### src/rtl/srb_pkg.sv
package srb_pkg;
    localparam int REG_W  = 64;
    localparam int HALF_W = REG_W / 2;
    localparam int N_REQ  = 3;
    localparam int N_BYTE = 4;
    localparam int BCNT_W = 8;
    localparam int N_CNT  = N_REQ + N_BYTE;
    localparam int N_REG  = 1 + N_CNT;
    localparam int IDX_W  = $clog2(N_REG);

    typedef enum logic {
        SNAP_IDLE = 1'b0,
        SNAP_HELD = 1'b1
    } snap_state_t;
endpackage

### src/rtl/srb_counters.sv
module srb_counters
    import srb_pkg::*;
(
    input  logic                      clk,
    input  logic                      rst,
    input  logic [N_REQ-1:0]          req_strobe,
    input  logic [N_BYTE-1:0]         byte_strobe,
    input  logic [N_BYTE*BCNT_W-1:0]  byte_count,
    output logic [N_CNT*REG_W-1:0]    cnt_flat
);
    // request counters occupy the low slots, byte counters follow
    for (genvar k = 0; k < N_REQ; k++) begin : g_req
        logic [REG_W-1:0] val_q;
        always_ff @(posedge clk) begin
            if (rst)
                val_q <= '0;
            else if (req_strobe[k])
                val_q <= val_q + REG_W'(1);
        end
        assign cnt_flat[k*REG_W +: REG_W] = val_q;
    end

    for (genvar j = 0; j < N_BYTE; j++) begin : g_byte
        logic [REG_W-1:0] val_q;
        always_ff @(posedge clk) begin
            if (rst)
                val_q <= '0;
            else if (byte_strobe[j])
                val_q <= val_q + REG_W'(byte_count[j*BCNT_W +: BCNT_W]);
        end
        assign cnt_flat[(N_REQ+j)*REG_W +: REG_W] = val_q;
    end
endmodule

### src/rtl/srb_cfg_reg.sv
module srb_cfg_reg
    import srb_pkg::*;
#(
    parameter int RST_BIT = 31
) (
    input  logic              clk,
    input  logic              rst,
    input  logic              stage_we,
    input  logic              commit_we,
    input  logic [HALF_W-1:0] wdata,
    output logic [REG_W-1:0]  cfg_q,
    output logic              sw_rst_pulse
);
    localparam logic [HALF_W-1:0] KEEP_MASK = ~(HALF_W'(1) << RST_BIT);

    logic [HALF_W-1:0] stage_q;

    always_ff @(posedge clk) begin
        if (rst)
            stage_q <= '0;
        else if (stage_we)
            stage_q <= wdata;
    end

    always_ff @(posedge clk) begin
        if (rst) begin
            cfg_q        <= '0;
            sw_rst_pulse <= 1'b0;
        end else begin
            sw_rst_pulse <= commit_we && wdata[RST_BIT];
            if (commit_we)
                cfg_q <= {stage_q, wdata & KEEP_MASK};
        end
    end
endmodule

### src/rtl/srb_snap_fsm.sv
module srb_snap_fsm
    import srb_pkg::*;
(
    input  logic              clk,
    input  logic              rst,
    input  logic              rd_upper,
    input  logic              rd_lower,
    input  logic [IDX_W-1:0]  idx,
    input  logic [HALF_W-1:0] live_low,
    output logic [HALF_W-1:0] low_word
);
    snap_state_t       state_q, state_nx;
    logic [HALF_W-1:0] snap_q;
    logic [IDX_W-1:0]  snap_idx_q;

    always_ff @(posedge clk) begin
        if (rst)
            state_q <= SNAP_IDLE;
        else
            state_q <= state_nx;
    end

    always_ff @(posedge clk) begin
        if (rst) begin
            snap_q     <= '0;
            snap_idx_q <= '0;
        end else if (rd_upper) begin
            snap_q     <= live_low;
            snap_idx_q <= idx;
        end
    end

    always_comb begin
        state_nx = state_q;
        unique case (state_q)
            SNAP_IDLE: if (rd_upper) state_nx = SNAP_HELD;
            SNAP_HELD: begin
                if (rd_upper)      state_nx = SNAP_HELD;
                else if (rd_lower) state_nx = SNAP_IDLE;
            end
            default: state_nx = SNAP_IDLE;
        endcase
    end

    always_comb begin
        if (state_q == SNAP_HELD && snap_idx_q == idx)
            low_word = snap_q;
        else
            low_word = live_low;
    end
endmodule

### src/rtl/split_reg_bank.sv
module split_reg_bank
    import srb_pkg::*;
#(
    parameter int ADDR_W = 5
) (
    input  logic                      clk,
    input  logic                      rst,
    input  logic                      wr_en,
    input  logic                      rd_en,
    input  logic [ADDR_W-1:0]         addr,
    input  logic [HALF_W-1:0]         wdata,
    output logic [HALF_W-1:0]         rdata,
    input  logic [N_REQ-1:0]          req_strobe,
    input  logic [N_BYTE-1:0]         byte_strobe,
    input  logic [N_BYTE*BCNT_W-1:0]  byte_count,
    output logic                      sw_rst_pulse
);
    localparam int FIDX_W = ADDR_W - 1;

    logic [FIDX_W-1:0]     idx_full;
    logic [IDX_W-1:0]      idx;
    logic                  in_range;
    logic                  low_sel;
    logic [REG_W-1:0]      cfg_q;
    logic [N_CNT*REG_W-1:0] cnt_flat;
    logic [REG_W-1:0]      live [N_REG];
    logic [REG_W-1:0]      live_sel;
    logic [HALF_W-1:0]     low_word;
    logic                  rd_upper, rd_lower;

    assign idx_full = addr[ADDR_W-1:1];
    assign idx      = idx_full[IDX_W-1:0];
    assign in_range = idx_full < FIDX_W'(N_REG);
    assign low_sel  = addr[0];
    assign rd_upper = rd_en && in_range && !low_sel;
    assign rd_lower = rd_en && in_range && low_sel;

    srb_cfg_reg u_cfg (
        .clk          (clk),
        .rst          (rst),
        .stage_we     (wr_en && in_range && idx == '0 && !low_sel),
        .commit_we    (wr_en && in_range && idx == '0 && low_sel),
        .wdata        (wdata),
        .cfg_q        (cfg_q),
        .sw_rst_pulse (sw_rst_pulse)
    );

    srb_counters u_cnt (
        .clk         (clk),
        .rst         (rst),
        .req_strobe  (req_strobe),
        .byte_strobe (byte_strobe),
        .byte_count  (byte_count),
        .cnt_flat    (cnt_flat)
    );

    always_comb begin
        live[0] = cfg_q;
        for (int k = 0; k < N_CNT; k++)
            live[k+1] = cnt_flat[k*REG_W +: REG_W];
    end

    assign live_sel = in_range ? live[idx] : '0;

    srb_snap_fsm u_snap (
        .clk      (clk),
        .rst      (rst),
        .rd_upper (rd_upper),
        .rd_lower (rd_lower),
        .idx      (idx),
        .live_low (live_sel[HALF_W-1:0]),
        .low_word (low_word)
    );

    always_ff @(posedge clk) begin
        if (rst)
            rdata <= '0;
        else if (rd_upper)
            rdata <= live_sel[REG_W-1:HALF_W];
        else if (rd_lower)
            rdata <= low_word;
        else
            rdata <= '0;
    end
endmodule

### config.mk
export PLATFORM = sky130hd
export DESIGN_NAME = split_reg_bank
export DESIGN_NICKNAME = d
export VERILOG_FILES = /design/src/rtl/srb_pkg.sv /design/src/rtl/srb_counters.sv /design/src/rtl/srb_cfg_reg.sv /design/src/rtl/srb_snap_fsm.sv /design/src/rtl/split_reg_bank.sv
export SDC_FILE = /design/constraint.sdc
export NUM_CORES = 1
export LEC_CHECK = 0
export CAP_MARGIN = 5
export CORE_MARGIN = 5
export CORE_UTILIZATION = 40
export CTS_CLUSTER_SIZE = 14
export DETAILED_ROUTE_END_ITERATION = 10
export DONT_BUFFER_PORTS = 1
export SLEW_MARGIN = 20
export SYNTH_ARGS = -nofsm -noshare
export SYNTH_HDL_FRONTEND = slang
export SYNTH_SLANG_ARGS = --single-unit
### constraint.sdc
create_clock -name clk -period 7.7 [get_ports clk]
set_clock_uncertainty 0.1 [all_clocks]
set_input_delay 1.155 -clock clk [delete_from_list [all_inputs] [get_ports clk]]
set_output_delay 1.155 -clock clk [all_outputs]
set_load 0.02 [all_outputs]
After elaboration in Yosys (flattened, before gate mapping):

Cells that the tools add are included.
W data, S select, Z words.

* add/subtract/negate cells: 7
* magnitude comparators: 2
* eq/ne operators: 1
* mux-type cells: 11
* bitwise operators: 2
* reductions and logical operators: 11

Operators with widths (count)
* $add A64 B8 Y64: 4
* $add A64 B1 Y64 const B: 3
* $bmux W64 S3: 1
* $mux W64: 3
* $mux W32: 3
* $logic_and A1 B1 Y1: 9
* $ge A4 B4 Y1 const B: 1
* $lt A4 B4 Y1 const B: 1
* $not A3 Y4: 1
* $eq A3 B3 Y1: 1
* $logic_not A3 Y1: 1
* $mux W1: 3
* $pmux W1 S2: 1
* $logic_not A1 Y1: 1
* $not A1 Y1: 1

* flip-flop bits (word level): 612
* input port bits: 80
* output and inout port bits: 33
* word-level logic and storage cells: 48

Depth between registers and ports, before layout:

* word-level depth: 8
* depth in mapped cells: 10
* mapped depth without buffers: 9

By module:

Synthesis repeated with hierarchy kept, for this count alone.

* cells, all modules: 3547
* area total of the unflattened synthesis: 32432.4 um^2

Modules (own cells, without submodules)
* srb_counters: times used 1, cells an instance 2594, area each 21873.5 um^2, sequential area each 8968.6 um^2
* split_reg_bank: times used 1, cells an instance 485, area each 5321.4 um^2, sequential area each 640.6 um^2
* srb_cfg_reg: times used 1, cells an instance 312, area each 3442.1 um^2, sequential area each 1921.8 um^2
* srb_snap_fsm: times used 1, cells an instance 156, area each 1795.5 um^2, sequential area each 720.7 um^2

Worst setup path before layout:

Ideal clock, no wire load.

* path type: input to register
* start point: input byte_count[18]
* end point: register u_cnt.g_byte[2].val_q[63]
* setup time: 0.132 ns
* arrival time: 3.263 ns
* data required time: 7.468 ns
* slack: 4.205 ns
* stages on the path: 9
* path buffers: 2
* cells stage by stage: ha_1 o21ai_1 o21ai_0 a41oi_2 or4_4 buf_6 clkbuf_1 o41ai_1 a21oi_1

* word-level cells in the longest chain between the ends: 1

Ends and longest elaborated chain
* start, declared: line split_reg_bank.sv:15 `input logic [N_BYTE*BCNT_W-1:0] byte_count,`
* $add A64 B8 Y64: line srb_counters.sv:29 `val_q <= val_q + REG_W'(byte_count[j*BCNT_W +: BCNT_W]);`
* end signal, assigned: line srb_counters.sv:29
* end, declared: line srb_counters.sv:24 `logic [REG_W-1:0] val_q;`

Every way passes these cells.
A chain may end at the register's enable or synchronous reset.

Worst setup path after layout:

* start point: register u_cnt.g_byte[1].val_q[0]
* end point: register u_cnt.g_byte[1].val_q[62]

* word-level cells in the longest chain between the ends: 1

Ends and longest elaborated chain (line)
* start, declared: srb_counters.sv:24
* start signal, assigned: srb_counters.sv:29
* $add A64 B8 Y64: srb_counters.sv:29

Every way passes these cells.

==> results by stage <==
Outcome:
- The run finished, with violations left.
- The final reports fail on slew limit.

Synthesis:
- The commonest cells after synthesis are 612 x dfxtp_1, 459 x nor2_1, 361 x nand2_1.
- The netlist area before placement is 31200 um2.
- The average cell area after synthesis is 8.89 um2.
- The number of standard cells after synthesis is ~3.5k.
- In the post-synthesis netlist, the biggest area contributors are dfxtp_1 39%, mux4_2 9.1%, xor2_1 6.0%.
- The cell with the most instances after synthesis is dfxtp_1.
- Summed over all instances, the cell type with the most area after synthesis is dfxtp_1.
- The number of storage elements in the synthesis netlist is roughly 600.
- Of the post-synthesis cell area, the dominant cell type holds 0.393.
- After synthesis, the netlist uses 74 different library cells.
- The predominant post-synthesis flop cell is dfxtp_1.
- The post-synthesis net count is between 3k and 4k.
- The post-synthesis async set-or-reset flop share is 0.
- The sequential share of the synthesized area is 0.393.
- The Yosys step of the flow raised 0 warnings.
- Counting flops with a built-in enable in the synthesized netlist gives 0.

CTS:
- The later pin in the worst-skew pair is clocked with a latency of 620 ps.
- The post-CTS setup-driven buffer insertion count is 0.
- The clock drives just over 600 sinks.
- The H-tree was split into 3 levels.
- The post-cts hold buffer count is 0.
- CTS placed an instance of clkbuf_16 at the clock tree root.
- The CTS tree is built.
- The total CTS buffers is 72.
- The register clock-pin slew on the reported worst setup and hold paths is 60 ps.
- Gates resized during post-CTS repair numbered 0.
- The buffer depth of the longest clock path is 3.

Critical path:
- The highest cell delay on the worst timing path is 640 ps.
- The worst register-to-register path has a depth of 9.
- The critical path goes through ha_1 -> inv_1 -> fa_1 -> nor2b_1 -> o31a_1 -> o21a_1 -> nand3_1 -> or4_1 -> a21oi_1.
- Along the worst path, the maximum fanout reaches 16.
- The startpoint identified for the worst register-to-register timing path is u_cnt.g_byte[1].val_q[0].
- The endpoint identified for the worst register-to-register timing path is u_cnt.g_byte[1].val_q[62].
- The slack of the worst reg-to-reg path is 4160 ps.
- The largest individual stage delay along the critical path comes from the cell o21a_1.
- The endpoint arrival time on the critical path is 3960 ps.
- STA classifies the critical path startpoint as a flop.
- The endpoint class of the critical path is a flop.
- By startpoint and endpoint, the worst setup path is classified as flop to flop.
- The required time of the critical path is slightly above 8000 ps.

Cells and area:
- In the final layout, the share of cells above drive strength 1 is 0.0949.
- The area growth from synthesis to layout is 9.88%.
- The number of nets in the finished design is 3520.

Pwr:
- The total power density per cell area is 205 nW/um2.
- Overall power consumption after layout is estimated at approximately 7000 uW.
- IR analysis of the VDD net gives a maximum drop of 0.134 mV.
- The leakage power is 0.0117 uW.

Timing:
- The worst path needs 3540 ps of the cycle, external delays included.
- The final hold violation count was 0.
- The final worst-path cycle share is 0.459.
- The pin slew with the least headroom to its limit is 1920 ps.
- The maximum operating frequency is between 0.2 and 0.3 GHz.
- The total count of max-transition violations in the final report is 189.
- Adding up every negative setup slack in the final design gives 0 ps.
- The tightest slew margin relative to the limit is -0.282.
- Setup repair after global routing left no endpoint under its margin.
- The number of endpoints failing setup at the final stage is 0.

Floorplanning:
- For this configuration, the core starts out at a cell density of 0.403.
- The height of the die is 289 um.
- The placeable core region is 77300 um2.
- After floorplanning, the core was divided into 102 placement rows.
- From left edge to right edge, the die measures 289 um.
- The die covers between 80000 and 90000 um2.
- Pin placement for this block handled 113 I/O pins.

Detailed routing:
- The first-pass iteration count of the detailed router is 6.
- The detailed router placed 25.9k vias in this run.
- Dividing the detail-routed via count by the number of cells gives 5.77.
- Wires add up to about 96 mm.
- For this run, design rule violations remaining after detail routing come to 0.
- The number of antenna-violating nets in the routed design is 0.
- The number of DRC violations after detailed-routing iteration 0 is ~2.6k.
- In the final routed layout, each cell accounts on average for 21.3 um.

Min path:
- The worst hold path belongs to the class flop to flop.
- The worst min-delay path endpoint is u_cfg.cfg_q[51].
- In this run the most critical hold path is launched from u_cfg.stage_q[19].
- Counting instances, the worst hold path has a depth of 2.

GRT:
- Global routing finished with a remaining overflow of 0.
- The via count of the first global-routing pass is 23.3k.
- The first-pass GRT wire length is 144 mm.
- The number of antenna violations at the first check in global routing is 11.
- Entering global routing, the biggest net connects 585 pins.
- In the global route stage, overall resource usage came out at 0.222.

Place:
- Summed over all nets, the half-perimeter wirelength after detailed placement is 67.8 mm.
- The number of buffer cells added on primary ports is 0.
- Routability-driven placement finished with a final weighted congestion of around 0.86.

Run:
- The max-capacitance violation count is 0.
[through the flow]
stage / instances / setup WS [ps] / area (um2) / hold WS, ps / utilization
after floorplan: 3505 / 4200 / 31200 / 332 / -
after global placement: 4367 / 3680 / 31900 / 338 / 0.412
after detailed placement: 4367 / 3630 / 31900 / 345 / 0.412
after CTS: 4497 / 4200 / 34200 / 349 / 0.443
after global routing: 4497 / 3970 / 34200 / 367 / 0.443
final: 4498 / 4160 / 34200 / 353 / 0.443
[sequential cells by signal, summed over array words and instances (netlist names), named ones only]
signal / flops
rdata: 32
u_cfg.cfg_q: 63
u_cfg.stage_q: 32
u_cfg.sw_rst_pulse: 1
u_cnt.g_byte.val_q: 256
u_cnt.g_req.val_q: 192
u_snap.snap_idx_q: 3
u_snap.snap_q: 32
[layout make-up]
type	count	area, um2
fillers	7540	43100
multi-input cells	2630	17900
flip-flops and latches	612	12300
clock buffers	102	2090
well taps	1040	1300
clock inverters	28	249
repair buffers	29	218
inverters	56	210
diodes	1	2.50
[worst max-delay path by stage]
stage                        startpoint                         to  slack, ps
2_1_floorplan            byte_count[18]  u_cnt.g_byte[2].val_q[63]       4200
3_3_place_gp              byte_count[8]  u_cnt.g_byte[1].val_q[62]       3680
3_5_place_dp              byte_count[8]  u_cnt.g_byte[1].val_q[62]       3630
4_1_cts        u_cnt.g_byte[1].val_q[0]  u_cnt.g_byte[1].val_q[62]       4200
5_1_grt        u_cnt.g_byte[1].val_q[0]  u_cnt.g_byte[1].val_q[62]       3970
6_report       u_cnt.g_byte[1].val_q[0]  u_cnt.g_byte[1].val_q[62]       4160
[metal layers]
metal  up-vias  global-route usage  wire (um)
li1      12429                   -          -
met1     12506               0.313      42300
met4         2              0.0801       3630
met2       838               0.339      42400
met3       165              0.0448       7230
met5         -                   0         13
[critical path: cells and delay by family (launching register included)]
family / cells / cell delay (ps)
flops: 1 / 480
fa+ha+maj: 2 / 640
compound gates: 3 / 1000
buf+inv: 1 / 60
simple gates: 3 / 1150
[cells in the final DEF, fill, tap and decap left out, types with 18 or more instances in the layout]
cell and n:
clkbuf_8 18, o31ai_1 24, and2_1 22, and4_1 49
mux2i_1 94, buf_4 29, nand2_1 361, ha_1 35
and3_1 68, o2111ai_1 30, xnor2_1 112, o22ai_1 32
xor2_1 215, dfxtp_1 612, inv_1 55, or4_1 41
nor4_1 36, or3_1 65, clkbuf_16 72, nand3_1 143
nor3_1 46, a21oi_1 234, nor2_1 458, o211ai_1 26
nand4_1 128, mux4_2 126, o21ai_0 122
[kinds of logic (layout without fill, tap and decap cells)]
kind of cell	count (synthesis)	after routing	share of synthesized area
other	0	1	0
XOR/XNOR	327	327	0.0919
flip-flops	612	612	0.393
buffers and inverters	263	215	0.0330
adder cells (fa/ha/maj)	39	39	0.0166
AND/OR/NAND/NOR	1506	1506	0.240
multiplexers	225	225	0.124
AO/OA/AOI/OAI	533	533	0.101
[power breakdown]
part	internal (uW)	total [uW]	leakage [uW]	switching, uW
logic	174	377	0.00564	203
registers	3200	3250	0.00494	46.3
clock network	1970	3380	0.00117	1410
total	5350	7010	0.0117	1660
Note: power is estimated with default switching activity, not from simulation.
